--- config.mk ---
export PLATFORM = sky130hd
export DESIGN_NAME = cfgld_front
export DESIGN_NICKNAME = d
export VERILOG_FILES = /design/src/rtl/cfgld_pkg.sv /design/src/rtl/cfgld_fifo.sv /design/src/rtl/cfgld_seq.sv /design/src/rtl/cfgld_errs.sv /design/src/rtl/cfgld_front.sv
export SDC_FILE = /design/constraint.sdc
export NUM_CORES = 2
export LEC_CHECK = 0
export ABC_AREA = 1
export BUFFER_PORTS_ARGS = -buffer_cell sky130_fd_sc_hd__buf_2
export CAP_MARGIN = 10
export CORE_AREA = 2 2 719 506
export CTS_CLUSTER_DIAMETER = 40
export DETAILED_ROUTE_END_ITERATION = 8
export DIE_AREA = 0 0 721 508
export GPL_TIMING_DRIVEN = 0
export PLACE_DENSITY = 0.51
export SYNTH_ARGS = -nofsm -noshare
export SYNTH_HDL_FRONTEND = slang
export SYNTH_HIERARCHICAL = 1
export SYNTH_SLANG_ARGS = --single-unit
--- constraint.sdc ---
create_clock -name clk -period 6.5 [get_ports clk]
set_clock_uncertainty 0.1 [all_clocks]
set_input_delay 1.95 -clock clk [delete_from_list [all_inputs] [get_ports clk]]
set_output_delay 1.95 -clock clk [all_outputs]
set_load 0.01 [all_outputs]
--- src/rtl/cfgld_pkg.sv ---
package cfgld_pkg;

    typedef enum logic [1:0] {
        ST_IDLE  = 2'd0,
        ST_RESET = 2'd1,
        ST_LOAD  = 2'd2,
        ST_DRAIN = 2'd3
    } eng_state_t;

    localparam logic [7:0] OFS_HDR  = 8'h00;
    localparam logic [7:0] OFS_CTRL = 8'h08;
    localparam logic [7:0] OFS_STAT = 8'h10;
    localparam logic [7:0] OFS_DATA = 8'h18;
    localparam logic [7:0] OFS_ERR  = 8'h20;
    localparam logic [7:0] OFS_IDLO = 8'hA8;
    localparam logic [7:0] OFS_IDHI = 8'hB0;

    localparam int CB_RST    = 0;
    localparam int CB_ACK    = 4;
    localparam int CB_REGION = 8;
    localparam int CB_START  = 12;
    localparam int CB_PUSHED = 13;
    localparam int CB_KIND   = 14;

    localparam int SB_FAILED = 16;
    localparam int SB_CTRL   = 20;
    localparam int SB_HOST   = 24;

    localparam int           ERR_W    = 7;
    localparam int           ERR_OVF  = 4;
    localparam logic [6:0]   ERR_MASK = 7'h5F;

    localparam int CREDIT_W = 9;

endpackage

--- src/rtl/cfgld_fifo.sv ---
module cfgld_fifo #(
    parameter int DEPTH = 64,
    parameter int DW    = 32,
    localparam int AW   = (DEPTH > 1) ? $clog2(DEPTH) : 1,
    localparam int CW   = $clog2(DEPTH + 1)
) (
    input  logic          clk,
    input  logic          rst_n,
    input  logic          flush,
    input  logic          wr_en,
    input  logic [DW-1:0] wr_data,
    input  logic          rd_en,
    output logic [DW-1:0] rd_data,
    output logic [CW-1:0] count,
    output logic          empty,
    output logic          full
);

    logic [DW-1:0] mem [DEPTH];
    logic [AW-1:0] wptr, rptr;

    function automatic logic [AW-1:0] bump(input logic [AW-1:0] p);
        return (p == AW'(DEPTH - 1)) ? '0 : p + AW'(1);
    endfunction

    always_ff @(posedge clk or negedge rst_n) begin
        if (!rst_n) begin
            wptr  <= '0;
            rptr  <= '0;
            count <= '0;
        end else if (flush) begin
            wptr  <= '0;
            rptr  <= '0;
            count <= '0;
        end else begin
            if (wr_en) wptr <= bump(wptr);
            if (rd_en) rptr <= bump(rptr);
            case ({wr_en, rd_en})
                2'b10:   count <= count + CW'(1);
                2'b01:   count <= count - CW'(1);
                default: count <= count;
            endcase
        end
    end

    always_ff @(posedge clk) begin
        if (wr_en && !flush) mem[wptr] <= wr_data;
    end

    assign rd_data = mem[rptr];
    assign empty   = (count == '0);
    assign full    = (count == CW'(DEPTH));

    a_r5_no_write_when_full: assert property (@(posedge clk) disable iff (!rst_n)
        wr_en |-> !full);
    a_r7_no_read_when_empty: assert property (@(posedge clk) disable iff (!rst_n)
        rd_en |-> !empty);
    a_r4_count_bound: assert property (@(posedge clk) disable iff (!rst_n)
        count <= CW'(DEPTH));

endmodule

--- src/rtl/cfgld_seq.sv ---
module cfgld_seq
    import cfgld_pkg::*;
#(
    parameter int REGION_W = 2
) (
    input  logic                clk,
    input  logic                rst_n,
    input  logic                ctrl_wr,
    input  logic                ctl_rst,
    input  logic                ctl_start,
    input  logic                ctl_pushed,
    input  logic                ctl_kind,
    input  logic [REGION_W-1:0] ctl_region,
    input  logic                fifo_empty,
    output eng_state_t          state,
    output logic                rst_req,
    output logic                rst_ack,
    output logic                start_req,
    output logic                push_done,
    output logic [REGION_W-1:0] region,
    output logic                kind,
    output logic                flush,
    output logic                accept_data
);

    eng_state_t nxt;
    logic rst_set, rst_rel, go, fin, drained;

    assign rst_set = ctrl_wr && ctl_rst;
    assign rst_rel = ctrl_wr && !ctl_rst && (state == ST_RESET);
    assign go      = ctrl_wr && !ctl_rst && ctl_start  && (state == ST_IDLE);
    assign fin     = ctrl_wr && !ctl_rst && ctl_pushed && (state == ST_LOAD);
    assign drained = !rst_set && (state == ST_DRAIN) && fifo_empty;

    assign flush       = rst_set;
    assign accept_data = (state == ST_LOAD);

    always_comb begin
        nxt = state;
        if (rst_set) begin
            nxt = ST_RESET;
        end else begin
            unique case (state)
                ST_IDLE:  if (go)         nxt = ST_LOAD;
                ST_RESET: if (rst_rel)    nxt = ST_IDLE;
                ST_LOAD:  if (fin)        nxt = ST_DRAIN;
                ST_DRAIN: if (fifo_empty) nxt = ST_IDLE;
            endcase
        end
    end

    always_ff @(posedge clk or negedge rst_n) begin
        if (!rst_n) state <= ST_IDLE;
        else        state <= nxt;
    end

    always_ff @(posedge clk or negedge rst_n) begin
        if (!rst_n) begin
            rst_req   <= 1'b0;
            rst_ack   <= 1'b0;
            start_req <= 1'b0;
            push_done <= 1'b0;
            region    <= '0;
            kind      <= 1'b0;
        end else if (rst_set) begin
            rst_req   <= 1'b1;
            rst_ack   <= 1'b1;
            start_req <= 1'b0;
            push_done <= 1'b0;
        end else begin
            if (rst_rel) begin
                rst_req <= 1'b0;
                rst_ack <= 1'b0;
            end
            if (go) begin
                start_req <= 1'b1;
                region    <= ctl_region;
                kind      <= ctl_kind;
            end
            if (fin) push_done <= 1'b1;
            if (drained) begin
                start_req <= 1'b0;
                push_done <= 1'b0;
            end
        end
    end

    a_r2_ack_only_in_reset: assert property (@(posedge clk) disable iff (!rst_n)
        rst_ack |-> (state == ST_RESET));
    a_r3_start_from_idle: assert property (@(posedge clk) disable iff (!rst_n)
        $rose(start_req) |-> ($past(state) == ST_IDLE));
    a_r8_end_after_drain: assert property (@(posedge clk) disable iff (!rst_n)
        ($fell(start_req) && !rst_ack) |-> $past(fifo_empty));
    a_r8_pushed_within_load: assert property (@(posedge clk) disable iff (!rst_n)
        push_done |-> start_req);

endmodule

--- src/rtl/cfgld_errs.sv ---
module cfgld_errs
    import cfgld_pkg::*;
(
    input  logic             clk,
    input  logic             rst_n,
    input  logic [ERR_W-1:0] src,
    input  logic             ovf,
    input  logic             clr_wr,
    input  logic [ERR_W-1:0] clr_mask,
    output logic [ERR_W-1:0] err_q
);

    logic [ERR_W-1:0] set_v, clr_v;

    always_comb begin
        set_v = src;
        set_v[ERR_OVF] = src[ERR_OVF] | ovf;
        set_v = set_v & ERR_MASK;
        clr_v = clr_wr ? clr_mask : '0;
    end

    always_ff @(posedge clk or negedge rst_n) begin
        if (!rst_n) err_q <= '0;
        else        err_q <= (err_q & ~clr_v) | set_v;
    end

    a_r9_sticky: assert property (@(posedge clk) disable iff (!rst_n)
        !$past(clr_wr) |-> ((err_q & $past(err_q)) == $past(err_q)));
    a_r9_set_wins: assert property (@(posedge clk) disable iff (!rst_n)
        ((err_q & $past(set_v)) == $past(set_v)));

endmodule

--- src/rtl/cfgld_front.sv ---
module cfgld_front
    import cfgld_pkg::*;
#(
    parameter int          DEPTH    = 64,
    parameter int          REGION_W = 2,
    parameter logic [63:0] FEAT_HDR = 64'h3000_0000_0100_0005,
    parameter logic [63:0] IFID_LO  = 64'h0123_4567_89AB_CDEF,
    parameter logic [63:0] IFID_HI  = 64'hFEDC_BA98_7654_3210
) (
    input  logic                clk,
    input  logic                rst_n,
    input  logic                csr_wr,
    input  logic                csr_rd,
    input  logic [7:0]          csr_addr,
    input  logic [63:0]         csr_wdata,
    output logic [63:0]         csr_rdata,
    input  logic [6:0]          err_src,
    output logic                snk_valid,
    output logic [31:0]         snk_data,
    input  logic                snk_ready,
    output logic [REGION_W-1:0] region_sel,
    output logic                image_kind,
    output logic                load_active
);

    localparam int CNTW = $clog2(DEPTH + 1);

    logic wr_ctrl, wr_data, wr_err;
    assign wr_ctrl = csr_wr && (csr_addr == OFS_CTRL);
    assign wr_data = csr_wr && (csr_addr == OFS_DATA);
    assign wr_err  = csr_wr && (csr_addr == OFS_ERR);

    eng_state_t state;
    logic rst_req, rst_ack, start_req, push_done, kind, flush, accept;
    logic [REGION_W-1:0] region;

    cfgld_seq #(.REGION_W(REGION_W)) u_seq (
        .clk         (clk),
        .rst_n       (rst_n),
        .ctrl_wr     (wr_ctrl),
        .ctl_rst     (csr_wdata[CB_RST]),
        .ctl_start   (csr_wdata[CB_START]),
        .ctl_pushed  (csr_wdata[CB_PUSHED]),
        .ctl_kind    (csr_wdata[CB_KIND]),
        .ctl_region  (csr_wdata[CB_REGION +: REGION_W]),
        .fifo_empty  (fifo_empty),
        .state       (state),
        .rst_req     (rst_req),
        .rst_ack     (rst_ack),
        .start_req   (start_req),
        .push_done   (push_done),
        .region      (region),
        .kind        (kind),
        .flush       (flush),
        .accept_data (accept)
    );

    logic            fifo_wr, fifo_rd, fifo_empty, fifo_full, ovf;
    logic [CNTW-1:0] fifo_cnt;

    assign fifo_wr = wr_data && accept && !fifo_full;
    assign ovf     = wr_data && accept &&  fifo_full;
    assign fifo_rd = snk_valid && snk_ready;

    cfgld_fifo #(.DEPTH(DEPTH), .DW(32)) u_fifo (
        .clk     (clk),
        .rst_n   (rst_n),
        .flush   (flush),
        .wr_en   (fifo_wr),
        .wr_data (csr_wdata[31:0]),
        .rd_en   (fifo_rd),
        .rd_data (snk_data),
        .count   (fifo_cnt),
        .empty   (fifo_empty),
        .full    (fifo_full)
    );

    assign snk_valid = !fifo_empty;

    logic [ERR_W-1:0] err_q;

    cfgld_errs u_errs (
        .clk      (clk),
        .rst_n    (rst_n),
        .src      (err_src),
        .ovf      (ovf),
        .clr_wr   (wr_err),
        .clr_mask (csr_wdata[ERR_W-1:0]),
        .err_q    (err_q)
    );

    logic [31:0] cfg_q;
    always_ff @(posedge clk or negedge rst_n) begin
        if (!rst_n)       cfg_q <= '0;
        else if (wr_ctrl) cfg_q <= csr_wdata[63:32];
    end

    logic [CREDIT_W-1:0] credit;
    assign credit = CREDIT_W'(DEPTH) - CREDIT_W'(fifo_cnt);

    logic [63:0] ctrl_word, stat_word;
    always_comb begin
        ctrl_word                        = '0;
        ctrl_word[CB_RST]                = rst_req;
        ctrl_word[CB_ACK]                = rst_ack;
        ctrl_word[CB_REGION +: REGION_W] = region;
        ctrl_word[CB_START]              = start_req;
        ctrl_word[CB_PUSHED]             = push_done;
        ctrl_word[CB_KIND]               = kind;
        ctrl_word[63:32]                 = cfg_q;

        stat_word                   = '0;
        stat_word[CREDIT_W-1:0]     = credit;
        stat_word[SB_FAILED]        = |err_q;
        stat_word[SB_CTRL +: 3]     = {snk_valid & ~snk_ready, fifo_full, fifo_empty};
        stat_word[SB_HOST +: 4]     = {2'b00, state};
    end

    always_comb begin
        csr_rdata = '0;
        if (csr_rd) begin
            case (csr_addr)
                OFS_HDR:  csr_rdata = FEAT_HDR;
                OFS_CTRL: csr_rdata = ctrl_word;
                OFS_STAT: csr_rdata = stat_word;
                OFS_ERR:  csr_rdata = {{(64-ERR_W){1'b0}}, err_q};
                OFS_IDLO: csr_rdata = IFID_LO;
                OFS_IDHI: csr_rdata = IFID_HI;
                default:  csr_rdata = '0;
            endcase
        end
    end

    assign region_sel  = region;
    assign image_kind  = kind;
    assign load_active = start_req;

    a_r7_hold_when_stalled: assert property (@(posedge clk) disable iff (!rst_n)
        (snk_valid && !snk_ready && !flush) |=> (snk_valid && $stable(snk_data)));
    a_r6_no_entry_outside_load: assert property (@(posedge clk) disable iff (!rst_n)
        (state != ST_LOAD && !flush && !snk_valid) |=> !snk_valid);

endmodule

==> metrics <==
Avg WL per Cell roughly 25 um; Routed Antenna Nets 0; largest net degree at the start of global routing 65; Yosys warnings 6; global-route wire length before repair roughly 470,000 um; fmax between 0.15 and 0.2 GHz; Root Buffer clkbuf_16; CP Class reg -> out; vias in the first global route 58.5k; main flop type after synthesis edfxtp_1; setup TNS -0.402 ns; Post-layout nets 9,041; met2 WL 131,000 um; Met1 Wirelength approximately 160,000 um; synthesized flop and latch total 2,114; Max-cap violations 0; post-synth top area cell edfxtp_1; Die Area 366,000 sq um; Syn Area/Cell 10.8 sq um; CP most frequent cell nand3_1; failing checks negative setup slack; Core Rows 185; Initial Util 24.9%; Die Y 508 um; Cell Pwr Density 452 nW/um^2; TritonCTS Sinks 2,114; Routed Wire Length between 300,000 and 400,000 um; H-tree depth 5; Worst Hold Class reg -> reg; final setup fails 9; Seq/Total Area, Yosys 70.5%; Peak VDD IR 343 uV; initial antenna violation count 41; fin worst setup slack -0.0816 ns; crit end category primary output; syn_nets 8,426; CTS clk-pin slew, worst paths 0.06 ns; Worst slew margin between 8 and 9%; min-delay src cfg_q[13]; Post-Syn Area between 80,000 and 90,000 sq um; crit path max fanout 10; Data required, critical path about 4.5 ns; Worst-Skew Late Latency about 0.9 ns; top-area cell type share of the netlist area 68.6%; PortBufs 182; crit-path max cell delay between 0.5 and 0.6 ns; Critical Path AT 4.53 ns; critical-path cell list buf_4 -> inv_4 -> buf_2 -> clkbuf_4 -> nand3_1 -> nand3_1 -> nand3_1 -> nand3_1 -> nand2_1 -> nand2_1 -> nand2_1 -> buf_2; status finished, violations left; ratio of cells with drive above 1 in the final layout 14.0%; Post-route DRC 0; crit path launch type flip-flop; Area Overhead vs Synth 22.1%; Placed Instances ~13k; Tightest Pin Transition between 1 and 1.5 ns; launch point of the worst reg-to-reg path u_fifo/count[3]; length of routed met3 wiring ~46,000 um; post-route minimum period 6.58 ns; leakage between 40 and 50 nW; grt ovf 0; post-synthesis cell count 8,337; max-slew violation count 0; number of flops mapped to enable cells by yosys 2,048; Die X 721 um; slowest cell on the critical path buf_2; Netlist cell types 40; async set or reset register ratio after synthesis around 3.1%; num ports 185; global router's overall resource usage 18.2%; vias after detailed routing 65.8k; hpwl dp 248,000 um; clock buffer depth 4; CP startpoint u_fifo/rptr[1]; Vias/cell 4.71; Area contributors post-synth edfxtp_1 69%, nand2_1 13%, nand3_1 9.0%; drt pass-1 iters 6; final hold vios 0; WHS 0.379 ns; Core Box Area 361,000 sq um; final std cells w/o fill 14.0k; DR top layer met5; CTS Buf Count slightly below 300; DR iter-0 viols ~9.6k; period utilization 101%; CTS tree yes; GPL Wtd Cong slightly below 1
## area by class of cell
cell class	instances	area [sq um]
clock inverters	204	2220
plain buffers	475	2620
flip-flops and latches	2114	63200
inverters	775	2910
multi-input cells	4973	21500
fillers	37000	251000
diodes	17	42.5
repair buffers	318	3490
clock buffers	323	7550
well taps	4768	5970
## path summary, 6_finish.rpt
kind                                      end  slack, ns  depth (start not counted)
setup / recovery                  snk_data[1]      -0.08                         12
setup reg to reg           u_fifo/mem[46][13]       0.94                         12
hold reg to reg                     cfg_q[13]       0.38                          2
hold / removal                      cfg_q[13]       0.38                          2
min in group asynchronous           cfg_q[30]       0.92                          1
max in group asynchronous           cfg_q[11]       4.75                          2
## state kept, by name, summed over array words and instances, names as in the netlist
name             cells
u_seq/region         2
u_fifo/wptr          6
u_seq/start_req      1
cfg_q               32
u_fifo/rptr          6
u_seq/push_done      1
u_seq/state          2
u_fifo/count         7
u_fifo/mem        2048
u_seq/kind           1
u_errs/err_q         7
u_seq/rst_ack        1
## synthesized netlist by cell type, types with 3 or more instances
cell type,n
nor4_1,8
buf_4,56
a21oi_1,34
buf_2,305
buf_6,23
inv_1,732
nand2_2,4
nor2_2,8
nand4_1,9
nor2_1,113
ha_1,5
nand2_1,3127
nand3b_1,3
nor2_4,3
o22ai_1,3
nand3_1,1615
clkbuf_1,52
o21ai_0,13
clkinv_1,39
edfxtp_1,2048
nor3_1,7
o21ai_1,4
buf_1,38
dfrtp_1,66
## cells in the final DEF, fill, tap and decap left out, types with 63 or more instances in the layout
master	n
buf_2	444
nand2_1	3127
clkbuf_16	298
dfrtp_1	66
buf_4	124
clkbuf_1	63
nand3_1	1615
inv_1	732
edfxtp_1	2048
clkinv_1	64
## what timing repair did
action                     CTS  global route
setup endpoints to repair   28            25
resized for setup            9            29
hold buffers                 0             0
buffers inserted             0             0
## where the power goes
part / internal (mW) / switching (mW) / total [mW]
Combinational: 4.03 / 14.2 / 18.2
Sequential: 15.0 / 0.0659 / 15.1
Clock: 9.65 / 6.55 / 16.2
## layer usage
layer / GRT usage, % / vias to the layer above
li1: - / 29300
met1: 27.8 / 32300
met5: 0 / -
met4: 6.06 / 4
met3: 5.58 / 459
met2: 23.8 / 3796
## per-stage QoR
step                      power [mW]  worst slack [ns]  utilization (%)  area (sq um)
after detailed placement        32.7            -0.602             27.6         99500
after floorplan                 24.0            -0.359                -         89600
final                           49.5           -0.0816             30.3        109000
after CTS                       48.9           0.00432             30.3        109000
after global routing            50.9          -0.00192             30.3        109000
after global placement          32.6             -6.25             26.8         96500
## kinds of logic (layout without fill, tap and decap cells)
logic type / after synthesis / after routing / share of synthesized area (%)
other: 0 / 17 / 0
adders and majority gates: 5 / 5 / 0.0698
buffers and inverters: 1250 / 2095 / 6.11
AOI/OAI and AO/OA: 64 / 64 / 0.392
xor gates and xnor gates: 1 / 1 / 0.00977
and+or+nand+nor: 4903 / 4903 / 23.0
DFF: 2114 / 2114 / 70.5
## critical path, delay by kind of cell (launching register included)
| family | cells | cell delay [ns] |
|---|---|---|
| simple gates | 7 | 1.49 |
| buf+inv | 5 | 1.66 |
| flops | 1 | 0.45 |
Note: power is estimated with default switching activity, not from simulation.
